### config.mk
export PLATFORM = sky130hd
export DESIGN_NAME = sram_pbw_core
export DESIGN_NICKNAME = d
export VERILOG_FILES = /design/src/rtl/sram_pbw_pkg.sv /design/src/rtl/sram_pbw_sleep.sv /design/src/rtl/sram_pbw_decode.sv /design/src/rtl/sram_pbw_array.sv /design/src/rtl/sram_pbw_core.sv
export SDC_FILE = /design/constraint.sdc
export NUM_CORES = 2
export LEC_CHECK = 0
export CAP_MARGIN = 20
export CORE_ASPECT_RATIO = 1.1
export CORE_MARGIN = 5
export CORE_UTILIZATION = 30
export CTS_CLUSTER_SIZE = 28
export DETAILED_ROUTE_END_ITERATION = 7
export PLACE_DENSITY = 0.47
export SYNTH_ARGS = -nofsm -noshare
export SYNTH_HDL_FRONTEND = slang
export SYNTH_HIERARCHICAL = 1
export SYNTH_SLANG_ARGS = --single-unit
### constraint.sdc
create_clock -name clk -period 3.24 [get_ports clk]
set_input_delay 0.648 -clock clk [delete_from_list [all_inputs] [get_ports clk]]
set_output_delay 0.648 -clock clk [all_outputs]
set_load 0.03 [all_outputs]
### src/rtl/sram_pbw_pkg.sv
package sram_pbw_pkg;
  localparam int LANE_W = 9;

  typedef enum logic [1:0] {
    OP_IDLE  = 2'd0,
    OP_READ  = 2'd1,
    OP_WRITE = 2'd2
  } sram_op_e;
endpackage

### src/rtl/sram_pbw_sleep.sv
module sram_pbw_sleep #(
  parameter int GUARD = 2
) (
  input  logic clk,
  input  logic rst_n,
  input  logic sleep_i,
  output logic asleep_o
);
  logic [GUARD-1:0] hist_q;

  generate
    if (GUARD == 1) begin : g_one
      always_ff @(posedge clk or negedge rst_n) begin
        if (!rst_n) hist_q <= '0;
        else        hist_q <= sleep_i;
      end
    end else begin : g_many
      always_ff @(posedge clk or negedge rst_n) begin
        if (!rst_n) hist_q <= '0;
        else        hist_q <= {hist_q[GUARD-2:0], sleep_i};
      end
    end
  endgenerate

  // Asleep once the request has crossed GUARD edges; wakes GUARD edges after release.
  assign asleep_o = hist_q[GUARD-1];
endmodule

### src/rtl/sram_pbw_decode.sv
module sram_pbw_decode
  import sram_pbw_pkg::*;
#(
  parameter int LANES = 4
) (
  input  logic             asleep_i,
  input  logic             sel_i,
  input  logic             pstart_i,
  input  logic             gwr_n_i,
  input  logic             bwe_n_i,
  input  logic [LANES-1:0] lane_wr_n_i,
  output sram_op_e         op_o,
  output logic [LANES-1:0] lane_en_o
);
  logic any_lane;
  logic wr_req;

  assign any_lane = ~&lane_wr_n_i;
  assign wr_req   = ~gwr_n_i | (~bwe_n_i & any_lane);

  always_comb begin
    op_o      = OP_IDLE;
    lane_en_o = '0;
    if (!asleep_i && sel_i) begin
      if (!pstart_i && wr_req) begin
        op_o      = OP_WRITE;
        lane_en_o = gwr_n_i ? ~lane_wr_n_i : '1;
      end else begin
        op_o = OP_READ;
      end
    end
  end
endmodule

### src/rtl/sram_pbw_array.sv
module sram_pbw_array
  import sram_pbw_pkg::*;
#(
  parameter int LANES  = 4,
  parameter int ADDR_W = 6
) (
  input  logic                      clk,
  input  logic [ADDR_W-1:0]         addr_i,
  input  logic [LANES-1:0]          we_i,
  input  logic                      re_i,
  input  logic [LANES*LANE_W-1:0]   wdata_i,
  output logic [LANES*LANE_W-1:0]   rdata_o
);
  localparam int DEPTH = 1 << ADDR_W;

  genvar k;
  generate
    for (k = 0; k < LANES; k++) begin : g_lane
      logic [LANE_W-1:0] mem [DEPTH];
      logic [LANE_W-1:0] rd_q;

      always_ff @(posedge clk) begin
        if (we_i[k]) mem[addr_i] <= wdata_i[k*LANE_W +: LANE_W];
        if (re_i)    rd_q        <= mem[addr_i];
      end

      assign rdata_o[k*LANE_W +: LANE_W] = rd_q;
    end
  endgenerate
endmodule

### src/rtl/sram_pbw_core.sv
module sram_pbw_core
  import sram_pbw_pkg::*;
#(
  parameter int LANES       = 4,
  parameter int ADDR_W      = 6,
  parameter int SLEEP_GUARD = 2
) (
  input  logic                    clk,
  input  logic                    rst_n,
  input  logic [ADDR_W-1:0]       addr_i,
  input  logic                    sel_i,
  input  logic                    pstart_i,
  input  logic                    gwr_n_i,
  input  logic                    bwe_n_i,
  input  logic [LANES-1:0]        lane_wr_n_i,
  input  logic [LANES*9-1:0]      wdata_i,
  input  logic                    oe_n_i,
  input  logic                    sleep_i,
  output logic [LANES*9-1:0]      rdata_o,
  output logic                    drive_o
);
  localparam int WORD_W = LANES * LANE_W;

  logic             asleep;
  sram_op_e         op;
  logic [LANES-1:0] lane_en;
  logic             rd_valid_q;
  logic [WORD_W-1:0] rd_word;

  sram_pbw_sleep #(.GUARD(SLEEP_GUARD)) u_sleep (
    .clk      (clk),
    .rst_n    (rst_n),
    .sleep_i  (sleep_i),
    .asleep_o (asleep)
  );

  sram_pbw_decode #(.LANES(LANES)) u_dec (
    .asleep_i    (asleep),
    .sel_i       (sel_i),
    .pstart_i    (pstart_i),
    .gwr_n_i     (gwr_n_i),
    .bwe_n_i     (bwe_n_i),
    .lane_wr_n_i (lane_wr_n_i),
    .op_o        (op),
    .lane_en_o   (lane_en)
  );

  sram_pbw_array #(.LANES(LANES), .ADDR_W(ADDR_W)) u_arr (
    .clk     (clk),
    .addr_i  (addr_i),
    .we_i    (lane_en),
    .re_i    (op == OP_READ),
    .wdata_i (wdata_i),
    .rdata_o (rd_word)
  );

  // Output stage: valid only in the cycle after a read edge (single-cycle deselect).
  always_ff @(posedge clk or negedge rst_n) begin
    if (!rst_n) rd_valid_q <= 1'b0;
    else        rd_valid_q <= (op == OP_READ);
  end

  assign rdata_o = rd_word;
  assign drive_o = rd_valid_q & ~oe_n_i & ~asleep;
endmodule

==> metrics.md <==
| Metric | Value |
|---|---|
| Max_slew headroom | 0.312 |
| First-pass GRT wire length | ~430,000 µm |
| Non-Filler Instances | 10,100 |
| Full die area | a little over 300,000 µm² |
| Die W | about 530 µm |
| Post-synth EDFFs | ~2,300 |
| I/O pins | slightly above 90 |
| Clk_skew | 0.0691 ns |
| Top Layer Used | met5 |
| Int Power | 0.0495 W |
| Sequential element share of the synthesized area | 0.789 |
| Max-slew violations | 0 |
| F_max | 0.320 GHz |
| Multi-input gate area | around 17,000 µm² |
| Port Buffers | 90 |
| Status | finished, final reports clean |
| Critical Path, Cell by Cell | clkdlybuf4s50_1 |
| Number of global-route vias before repair | ~54,000 |
| P&R area growth vs syn | 22.1% |
| Total of max-cap violations | 0 |
| Dominant register cell in the synthesized netlist | edfxtp_1 |
| Worst Path Buf+Inv | 1 |
| Dpl ws | -0.314 ns |
| Met2 WL | 150,000 µm |
| Crit path max-delay family | buffers and inverters |
| Post-CTS Setup Bufs | 0 |
| Yosys cell types | 67 |
| Clk network pwr share | 0.412 |
| Critical Path AT | roughly 2.5 ns |
| Largest net degree at the start of global routing | 65 |
| M1 WL | between 100,000 and 150,000 µm |
| Final Util | 0.367 |
| Unrepaired setup endpoints after global routing | false |
| Final Critical Period | roughly 3.1 ns |
| Remaining global-route overflow | 0 |
| Post-Synth XOR/XNOR Area | 0 |
| Largest stage delay, worst path | ~0.8 ns |
| Adder-Cell Fraction of Synth Area | 0 |
| Antenna viol nets, final | 0 |
| Total CTS buffers | approximately 230 |
| Syn Nets | 5,177 |
| H-tree levels | 4 |
| First DRT Iteration DRCs | about 6,000 |
| Synthesized instance count | around 5,000 |
| HPWL after detailed placement | roughly 200,000 µm |
| Sw Pwr | 0.0144 W |
| Actual slew at the worst max-slew pin | 1.03 ns |
| Critical path startpoint category | flip-flop |
| Core Rows | 210 |
| Clk buf depth | 4 |
| Final wirelength | a little over 300,000 µm |
| Critical path fanouts, max | 3 |
| Initial antenna violation count | 32 |
| Met3 WL | 17,400 µm |
| Dpl cells | slightly below 10,000 |
| Critical Path RT | 2.59 ns |
| Crit path capture type | output pin |
| Tcrit/Tclk final | 0.964 |
| DRC violations left | 0 |
| DR vias | approximately 54,000 |
| Static Leak | 35.1 nW |
| Largest family of logic cells by synthesized area | compound AO/OA/AOI/OAI gates |
| Die Span Y | 582 µm |
| Routability cong. | between 0.8 and 0.9 |
| VDD IR max | between 0.0004 and 0.0005 V |
| CTS tree | done |
| Simple-Gate Fraction of Synth Area | 0.0385 |
| DR pass1 iterations | 6 |
| CTS Sinks | approximately 2,300 |
| P per Cell Area | 588 nW/µm² |
| Worst-path clk slew | roughly 0.070 ns |
| CP max stage cell | clkdlybuf4s50_1 |
| Post-synthesis compound-gate area fraction | 0.110 |
| Setup ws final | 0.117 ns |
| Type of the worst min-delay path | primary input to flip-flop |
| Final hold slack | a little under 0.08 ns |
| Clock Latency Late Sink | 0.91 ns |
| #FFs+latches synth | roughly 2,300 |
| Share of cells above drive strength 1 | 0.235 |
| Reg power frac | 0.524 |
| Combinational share of power | 0.064 |
| Synthesized area | between 80,000 and 90,000 µm² |
| Initial Util | 0.300 |
| Mux contribution to synthesized area | 0.0413 |
| Final hold violations | 0 |
| Drt wl/cell | approximately 30 µm |
| Nets@finish | 6,017 |
| Clk root buf | clkbuf_16 |
| Yosys warning total | 6 |
| Routed vias/inst | about 5.3 |
| WS Path Type | flip-flop to output pin |
| Placeable Area | approximately 300,000 µm² |
| Asr flop ratio synth | 0.00128 |
| Sw Share | 0.226 |
| Fillers | roughly 28,000 |
| R2R Setup Slk | between 0.7 and 0.8 ns |
| Final Power | approximately 0.064 W |
| Seq. cell area | between 70,000 and 80,000 µm² |
| Avg Cell Area, Syn | around 17 µm² |
| GRT Resource Usage Total | 0.193 |
| Final setup fails | 0 |
## layer usage
metal	track usage	up-vias
met1	0.252	28300
met4	0.0739	6
met5	0	-
li1	-	22900
met3	0.0264	467
met2	0.328	1944
## final timing paths
kind                                               to                       from  cells past startpoint
min in group asynchronous                  rd_valid_q                      rst_n                      2
max in group asynchronous           u_sleep/hist_q[1]                      rst_n                      2
setup reg to reg              u_arr/g_lane[2].rd_q[1]  u_arr/g_lane[2].mem[2][1]                      7
hold / removal             u_arr/g_lane[2].mem[34][0]                wdata_i[18]                      1
hold reg to reg                     u_sleep/hist_q[1]          u_sleep/hist_q[0]                      0
setup / recovery                          rdata_o[34]    u_arr/g_lane[3].rd_q[7]                      1
## Yosys cell counts (17+ instances only)
cell type | n | area share
mux2_2 | 55 | 0.0069
o21ai_0 | 179 | 0.010
clkbuf_1 | 226 | 0.0095
nor3_1 | 41 | 0.0023
a31oi_1 | 18 | 0.0013
buf_1 | 32 | 0.0013
a221o_1 | 17 | 0.0019
buf_2 | 100 | 0.0056
edfxtp_1 | 2340 | 0.79
o22ai_1 | 92 | 0.0065
a221oi_1 | 596 | 0.059
nor2_1 | 537 | 0.023
nand2_1 | 93 | 0.0039
a21oi_1 | 99 | 0.0056
a22oi_1 | 205 | 0.017
or3_1 | 20 | 0.0014
mux4_2 | 68 | 0.017
mux2i_1 | 138 | 0.015
nand3_1 | 20 | 0.0011
a22o_1 | 41 | 0.0040
buf_6 | 25 | 0.0032
nand4_1 | 18 | 0.0013
## registers in the layout, indices dropped and copies added, names as in the netlist
register           flops
u_sleep/hist_q         2
u_arr/g_lane.mem    2304
u_arr/g_lane.rd_q     36
rd_valid_q             1
## cell type report
cell class                      count  share of cell area
Antenna cell                       27            0.000621
Clock buffer                      289              0.0564
Clock inverter                    137              0.0106
Inverter                            3            0.000219
Multi-Input combinational cell   2379               0.157
Sequential cell                  2343               0.647
Tap cell                         3922              0.0451
Timing Repair Buffer             1002              0.0832
## worst reg2reg max path: cells and delay by family, from the launching register on
family	cells	cell delay, ns
flip-flops	1	0.37
multiplexers	1	0.27
AO/OA/AOI/OAI	3	0.77
buffers and inverters	1	0.17
AND/OR/NAND/NOR	2	0.68
## cell families after synthesis
family	after synthesis
multiplexers	274
AND/OR/NAND/NOR	803
flip-flops	2343
AO/OA/AOI/OAI	1302
buffers and inverters	401
## metrics by stage
| stage | setup TNS (ns) | area (µm²) |
|---|---|---|
| finish | 0 | 109000 |
| global route | 0 | 109000 |
| CTS | 0 | 109000 |
| detailed placement | -13.77 | 101000 |
| global placement | -9.35 | 101000 |
| floorplan | 0 | 89100 |
## placed cells by master, fill, tap and decap left out, types with 19 or more instances in the layout
cell type,n
buf_4,793
nand3_1,19
clkinv_2,36
buf_12,118
clkdlybuf4s50_1,49
o21ai_0,179
mux2_2,55
clkinv_1,54
nand2_1,84
buf_2,37
a22oi_1,205
nor3_1,39
or3_1,19
diode_2,27
a221oi_1,596
edfxtp_1,2340
a21oi_1,99
o22ai_1,92
clkbuf_1,50
mux2i_1,138
a22o_1,41
nor2_1,533
mux4_2,68
clkbuf_16,236
## repair_timing
item	CTS	global route
gates resized for setup	1	0
setup endpoints to repair	1	0
endpoints found under the hold margin	3	0
hold buffers	1	0
## power groups by stage
stage	registers (W)	logic [W]	clock network [W]
CTS	0.0335	0.00410	0.0269
floorplan	0.0341	0.00158	0
finish	0.0335	0.00409	0.0263
detailed placement	0.0341	0.00409	0
global route	0.0335	0.00428	0.0281
global placement	0.0341	0.00407	0
(Power assumes the default switching activity.)
